`src/rtl/cpu_seq_pkg.sv`:
```
// Package: cpu_seq_pkg
// Shared constants and the stage type for the stage sequencer.
// Assumes the opcode occupies the upper OPC_W bits of the ALU op field.
package cpu_seq_pkg;

    localparam int OP_W   = 5;   // width of the ALU operation field
    localparam int OPC_W  = 4;   // width of the opcode inside it
    localparam int NUM_EN = 6;   // number of stage enables

    localparam logic [OPC_W-1:0] OPC_MEM_RD = 4'b1000;
    localparam logic [OPC_W-1:0] OPC_MEM_WR = 4'b1001;

    // Enable bit positions; position k is raised by stage value k+1
    localparam int EN_FETCH   = 0;
    localparam int EN_DECODE  = 1;
    localparam int EN_REGREAD = 2;
    localparam int EN_ALU     = 3;
    localparam int EN_MEM     = 4;
    localparam int EN_REGWR   = 5;

    typedef enum logic [2:0] {
        ST_IDLE  = 3'd0,
        ST_FETCH = 3'd1,
        ST_DEC   = 3'd2,
        ST_REGRD = 3'd3,
        ST_EXEC  = 3'd4,
        ST_MEM   = 3'd5,
        ST_WB    = 3'd6
    } stage_e;

endpackage

```
`src/rtl/seq_memop_detect.sv`:
```
// Module: seq_memop_detect
// Flags an ALU operation that needs the memory stage, i.e. whose upper
// opcode bits match the memory read or memory write opcode.
// Assumes OP_W >= OPC_W; the bits below the opcode do not matter.
module seq_memop_detect
    import cpu_seq_pkg::*;
#(
    parameter int OP_W_P = OP_W
) (
    input  logic [OP_W_P-1:0] alu_op,
    output logic              needs_mem
);

    localparam int LOW_W = OP_W_P - OPC_W;

    logic [OP_W_P-1:0] opc_field;

    // Align the opcode to bit 0 and compare it with both memory opcodes
    always_comb begin
        opc_field = alu_op >> LOW_W;
        needs_mem = (opc_field == OP_W_P'(OPC_MEM_RD)) ||
                    (opc_field == OP_W_P'(OPC_MEM_WR));
    end

endmodule

```
`src/rtl/seq_stage_fsm.sv`:
```
// Module: seq_stage_fsm
// Stage register and next-stage logic. Walks fetch, decode, register
// read, execute, an optional memory stage, then writeback, and loops.
// Assumes needs_mem is valid in the execute cycle; it is ignored in
// every other stage. Reset is synchronous and active low.
module seq_stage_fsm
    import cpu_seq_pkg::*;
(
    input  logic   clk,
    input  logic   rst_n,
    input  logic   needs_mem,
    output stage_e stage
);

    stage_e stage_q;
    stage_e stage_d;

    // Next-stage selection; memory stage taken only from execute
    always_comb begin
        unique case (stage_q)
            ST_IDLE:  stage_d = ST_FETCH;
            ST_FETCH: stage_d = ST_DEC;
            ST_DEC:   stage_d = ST_REGRD;
            ST_REGRD: stage_d = ST_EXEC;
            ST_EXEC:  stage_d = needs_mem ? ST_MEM : ST_WB;
            ST_MEM:   stage_d = ST_WB;
            ST_WB:    stage_d = ST_FETCH;
            default:  stage_d = ST_IDLE;
        endcase
    end

    // Stage register with synchronous active-low reset to the quiet state
    always_ff @(posedge clk) begin
        if (!rst_n) begin
            stage_q <= ST_IDLE;
        end else begin
            stage_q <= stage_d;
        end
    end

    assign stage = stage_q;

endmodule

```
`src/rtl/seq_enable_decode.sv`:
```
// Module: seq_enable_decode
// Turns the stage code into one-hot enables; enable k is high for stage
// value k+1 and every enable is low in the idle stage.
// Assumes the stage values of cpu_seq_pkg are numbered in enable order.
module seq_enable_decode
    import cpu_seq_pkg::*;
#(
    parameter int N_EN = NUM_EN
) (
    input  stage_e          stage,
    output logic [N_EN-1:0] en
);

    for (genvar k = 0; k < N_EN; k++) begin : g_en
        // One comparator per enable line
        assign en[k] = (stage == stage_e'(k + 1));
    end

endmodule

```
`src/rtl/cpu_stage_seq.sv`:
```
// Module: cpu_stage_seq
// Top of the stage sequencer of a small multicycle processor. Drives one
// enable per cycle to the datapath and inserts the memory stage for the
// memory read and memory write opcodes.
// Assumes fixed one-cycle memory latency (no stall input) and that only
// this sequencer is reset by rst_n.
module cpu_stage_seq
    import cpu_seq_pkg::*;
#(
    parameter int OP_W_P = OP_W
) (
    input  logic              clk,
    input  logic              rst_n,
    input  logic [OP_W_P-1:0] alu_op,
    output logic              en_fetch,
    output logic              en_decode,
    output logic              en_regread,
    output logic              en_alu,
    output logic              en_mem,
    output logic              en_regwrite
);

    logic              needs_mem;
    stage_e            stage;
    logic [NUM_EN-1:0] en_vec;

    seq_memop_detect #(
        .OP_W_P (OP_W_P)
    ) memop_i (
        .alu_op    (alu_op),
        .needs_mem (needs_mem)
    );

    seq_stage_fsm fsm_i (
        .clk       (clk),
        .rst_n     (rst_n),
        .needs_mem (needs_mem),
        .stage     (stage)
    );

    seq_enable_decode #(
        .N_EN (NUM_EN)
    ) dec_i (
        .stage (stage),
        .en    (en_vec)
    );

    assign en_fetch    = en_vec[EN_FETCH];
    assign en_decode   = en_vec[EN_DECODE];
    assign en_regread  = en_vec[EN_REGREAD];
    assign en_alu      = en_vec[EN_ALU];
    assign en_mem      = en_vec[EN_MEM];
    assign en_regwrite = en_vec[EN_REGWR];

endmodule

```
`config.mk`:
```
export PLATFORM = sky130hd
export DESIGN_NAME = cpu_stage_seq
export DESIGN_NICKNAME = d
export VERILOG_FILES = /design/src/rtl/cpu_seq_pkg.sv /design/src/rtl/seq_memop_detect.sv /design/src/rtl/seq_stage_fsm.sv /design/src/rtl/seq_enable_decode.sv /design/src/rtl/cpu_stage_seq.sv
export SDC_FILE = /design/constraint.sdc
export NUM_CORES = 1
export LEC_CHECK = 0
export ABC_AREA = 1
export ABC_CLOCK_PERIOD_IN_PS = 1000
export BUFFER_PORTS_ARGS = -buffer_cell sky130_fd_sc_hd__buf_2
export CAP_MARGIN = 20
export CORE_AREA = 2 2 39 41
export CTS_CLUSTER_DIAMETER = 200
export DETAILED_ROUTE_END_ITERATION = 10
export DIE_AREA = 0 0 41 43
export HOLD_SLACK_MARGIN = 0.02
export PLACE_DENSITY_LB_ADDON = 0.2
export SETUP_SLACK_MARGIN = 0.2
export SYNTH_ARGS = -nofsm -noshare
export SYNTH_HDL_FRONTEND = slang
export SYNTH_SLANG_ARGS = --single-unit
```
`constraint.sdc`:
```
create_clock -name clk -period 1 [get_ports clk]
set_clock_uncertainty 0.15 [all_clocks]
set_input_delay 0.1 -clock clk [delete_from_list [all_inputs] [get_ports clk]]
set_output_delay 0.1 -clock clk [all_outputs]
set_load 0.05 [all_outputs]
```
==> flow_metrics.env <==
export IMPL_hold_end="fsm_i.stage[0]"
export IMPL_clkPwrFrac=0.354
export IMPL_holdCritPathClass="input pin to register"
export IMPL_drv_cap=0
export IMPL_route_met3_wl_um=19
export IMPL_cts_buffers=3
export IMPL_reg2reg_depth=5
export IMPL_vdd_drop_max_mv=0.638
export IMPL_reg2reg_to="fsm_i.stage[1]"
export IMPL_antenna_cells=0
export IMPL_grt_pass1_wl_um=979
export IMPL_rsz0062_at_grt="true"
export IMPL_setup_ws_ns=-0.260
export IMPL_port_buffers=10
export IMPL_final_hold_violation_count=3
export IMPL_final_max_slew_viol_count=0
export IMPL_synth_seq_cells=3
export IMPL_dpl_instance_area_um2=330
export IMPL_synth_cells=26
export IMPL_crit_required_ns=0.75
export IMPL_clkLatencyLatePin_ns=0.23
export IMPL_relSlewSlack=0.908
export IMPL_antenna_found_initial=0
export IMPL_wl_per_cell_um=8.67
export IMPL_highest_layer="met3"
export IMPL_drive_gt1_frac=0.830
export IMPL_drtAntennaViolNets=0
export IMPL_ios=13
export IMPL_syn_area_um2=178
export IMPL_sw_frac_of_total=0.347
export IMPL_nets=55
export IMPL_synth_distinct_cells=14
export IMPL_whs_path_depth=3
export IMPL_dp_hpwl_um=388
export IMPL_cp_slowest_cell="dfxtp_4"
export IMPL_p_leak_uw=0.000197
export IMPL_gp_congestion=0.632
export IMPL_dr_pass1_iters=3
export IMPL_status="finished with violations"
export IMPL_p_total_uw=586
export IMPL_hold_slack_ns=-0.0204
export IMPL_ctsLongestPathBuffers=2
export IMPL_area_growth_pct=161
export IMPL_grt_usage=0.0843
export IMPL_drc=0
export IMPL_p_switching_uw=203
export IMPL_synth_seq_area_share=0.338
export IMPL_pwr_share_comb=0.380
export IMPL_crit_type="register to output port"
export IMPL_dieArea_um2=1760
export IMPL_critical_path_max_stage_delay_ns=0.37
export IMPL_p_int_uw=383
export IMPL_h_tree_depth=1
export IMPL_post_route_cell_area_um2=464
export IMPL_seqPwrFrac=0.266
export IMPL_grt_pass1_vias=263
export IMPL_yosys_warnings=0
export IMPL_drtIter0Drc=1
export IMPL_finalCritPeriodShare=1.26
export IMPL_endpoint_kind="output port"
export IMPL_path_cells="buf_6, nor2_4, buf_8"
export IMPL_die_w_um=41
export IMPL_met1_length_um=192
export IMPL_syn_area_per_cell_um2=6.83
export IMPL_clk_pin_slew_ns=0.04
export IMPL_fin_crit_ns=1.26
export IMPL_clock_sinks=3
export IMPL_r2r_setup_slack_ns=-0.14
export IMPL_core_area_um2=1380
export IMPL_cp_data_arrival_time_ns=1.01
export IMPL_p_per_area_nw_per_um2=1260
export IMPL_hp_start="rst_n"
export IMPL_rr_startpoint="fsm_i.stage[0]"
export IMPL_cts_tree="yes"
export IMPL_start_util=0.128
export IMPL_tightest_slew_ns=0.137
export IMPL_met2_length_um=334
export IMPL_largest_reg_flops=3
export IMPL_violations="hold timing, setup timing"
export IMPL_clockRootBuffer="clkbuf_4"
export IMPL_crit_fanout=5
export IMPL_wl_um=546
export IMPL_std_cell_rows=14
export IMPL_max_freq_mhz=794
export IMPL_setup_violations=8
export IMPL_gr_total_overflow=0
export IMPL_start_kind="register"
export IMPL_grt_max_degree=6
export IMPL_vias_per_cell=3.75
export IMPL_synth_fp_nets=33
export IMPL_fp_dieH_um=43
export IMPL_num_vias=236
[critical path: cells and delay by family, from the launching register on]
| family | cells | cell delay (ns) |
|---|---|---|
| buffers and inverters | 2 | 0.29 |
| flip-flops | 1 | 0.37 |
| AND/OR/NAND/NOR | 1 | 0.13 |
[layer usage]
metal,track usage,up-vias
met2,0.144,4
li1,-,121
met4,0.0600,0
met5,0,-
met3,0.0157,0
met1,0.0833,111
[cells in the final DEF (no fill, tap or decap), types with 2 or more instances in the layout]
cell type	count
buf_4	4
dfxtp_4	3
inv_1	2
clkinvlp_4	2
nand2_1	3
nor2_4	3
buf_6	5
buf_2	4
nand3_2	2
clkbuf_4	3
inv_4	2
buf_8	4
[cell type report]
| type | instances | area, um^2 |
|---|---|---|
| fillers | 159 | 920 |
| inverters | 8 | 47.5 |
| flip-flops and latches | 3 | 71.3 |
| clock buffers | 4 | 26.3 |
| multi-input cells | 15 | 133 |
| repair buffers | 17 | 166 |
| well taps | 16 | 20.0 |
[worst max path at each step]
stage,slack [ns],endpoint,cells after the start,from
global placement,-0.18,en_regread,4,fsm_i.stage[2]
detailed placement,-0.18,en_regread,4,fsm_i.stage[2]
finish,-0.26,en_alu,3,fsm_i.stage[0]
CTS,-0.27,en_decode,4,fsm_i.stage[0]
global route,-0.30,en_decode,4,fsm_i.stage[0]
floorplan,-0.20,fsm_i.stage[1],5,fsm_i.stage[1]
[cells by family (layout without fill, tap and decap cells)]
kind of cell / count (synthesis) / in the layout / synth area share
compound gates: 3 / 3 / 0.113
flops: 3 / 3 / 0.338
simple gates: 12 / 12 / 0.380
buf+inv: 8 / 29 / 0.169
[metrics by stage]
| step | worst slack (ns) | cells | hold slack, ns | utilization | setup TNS, ns |
|---|---|---|---|---|---|
| 3_3_place_gp | -0.178 | 56 | 0.210 | 0.239 | -0.644 |
| 6_report | -0.260 | 63 | -0.0204 | 0.335 | -1.69 |
| 4_1_cts | -0.266 | 62 | -0.0444 | 0.317 | -1.61 |
| 2_1_floorplan | -0.200 | 26 | 0.0632 | - | -0.425 |
| 5_1_grt | -0.299 | 63 | -0.0106 | 0.335 | -2.06 |
| 3_5_place_dp | -0.176 | 56 | 0.205 | 0.239 | -0.642 |
[cells in the mapped netlist]
cell	count	area, um^2
nor2_4	1	11.3
dfxtp_1	3	60.1
nor2_1	2	7.51
a21oi_2	1	8.76
nand2_2	1	6.26
inv_1	6	22.5
nor3_1	1	5.00
a21oi_1	1	5.00
a31oi_1	1	6.26
nand2_1	4	15.0
nand3_2	1	10.0
inv_2	2	7.51
nand3_1	1	5.00
nand3b_1	1	7.51
[repair_timing]
| item | 4_1_cts | 5_1_grt |
|---|---|---|
| endpoints found under the setup margin | 9 | 9 |
| endpoints found under the hold margin | 3 | 3 |
| pin swaps | 2 | 2 |
| buffers inserted | 2 | 1 |
| resized for setup | 21 | 4 |
[power by group through the flow]
stage	Clock, uW	Combinational, uW	Sequential (uW)
6_report	207	223	156
5_1_grt	226	238	158
4_1_cts	225	207	155
3_5_place_dp	0	164	152
3_3_place_gp	0	165	152
2_1_floorplan	0	117	152
(Power assumes the default switching activity.)
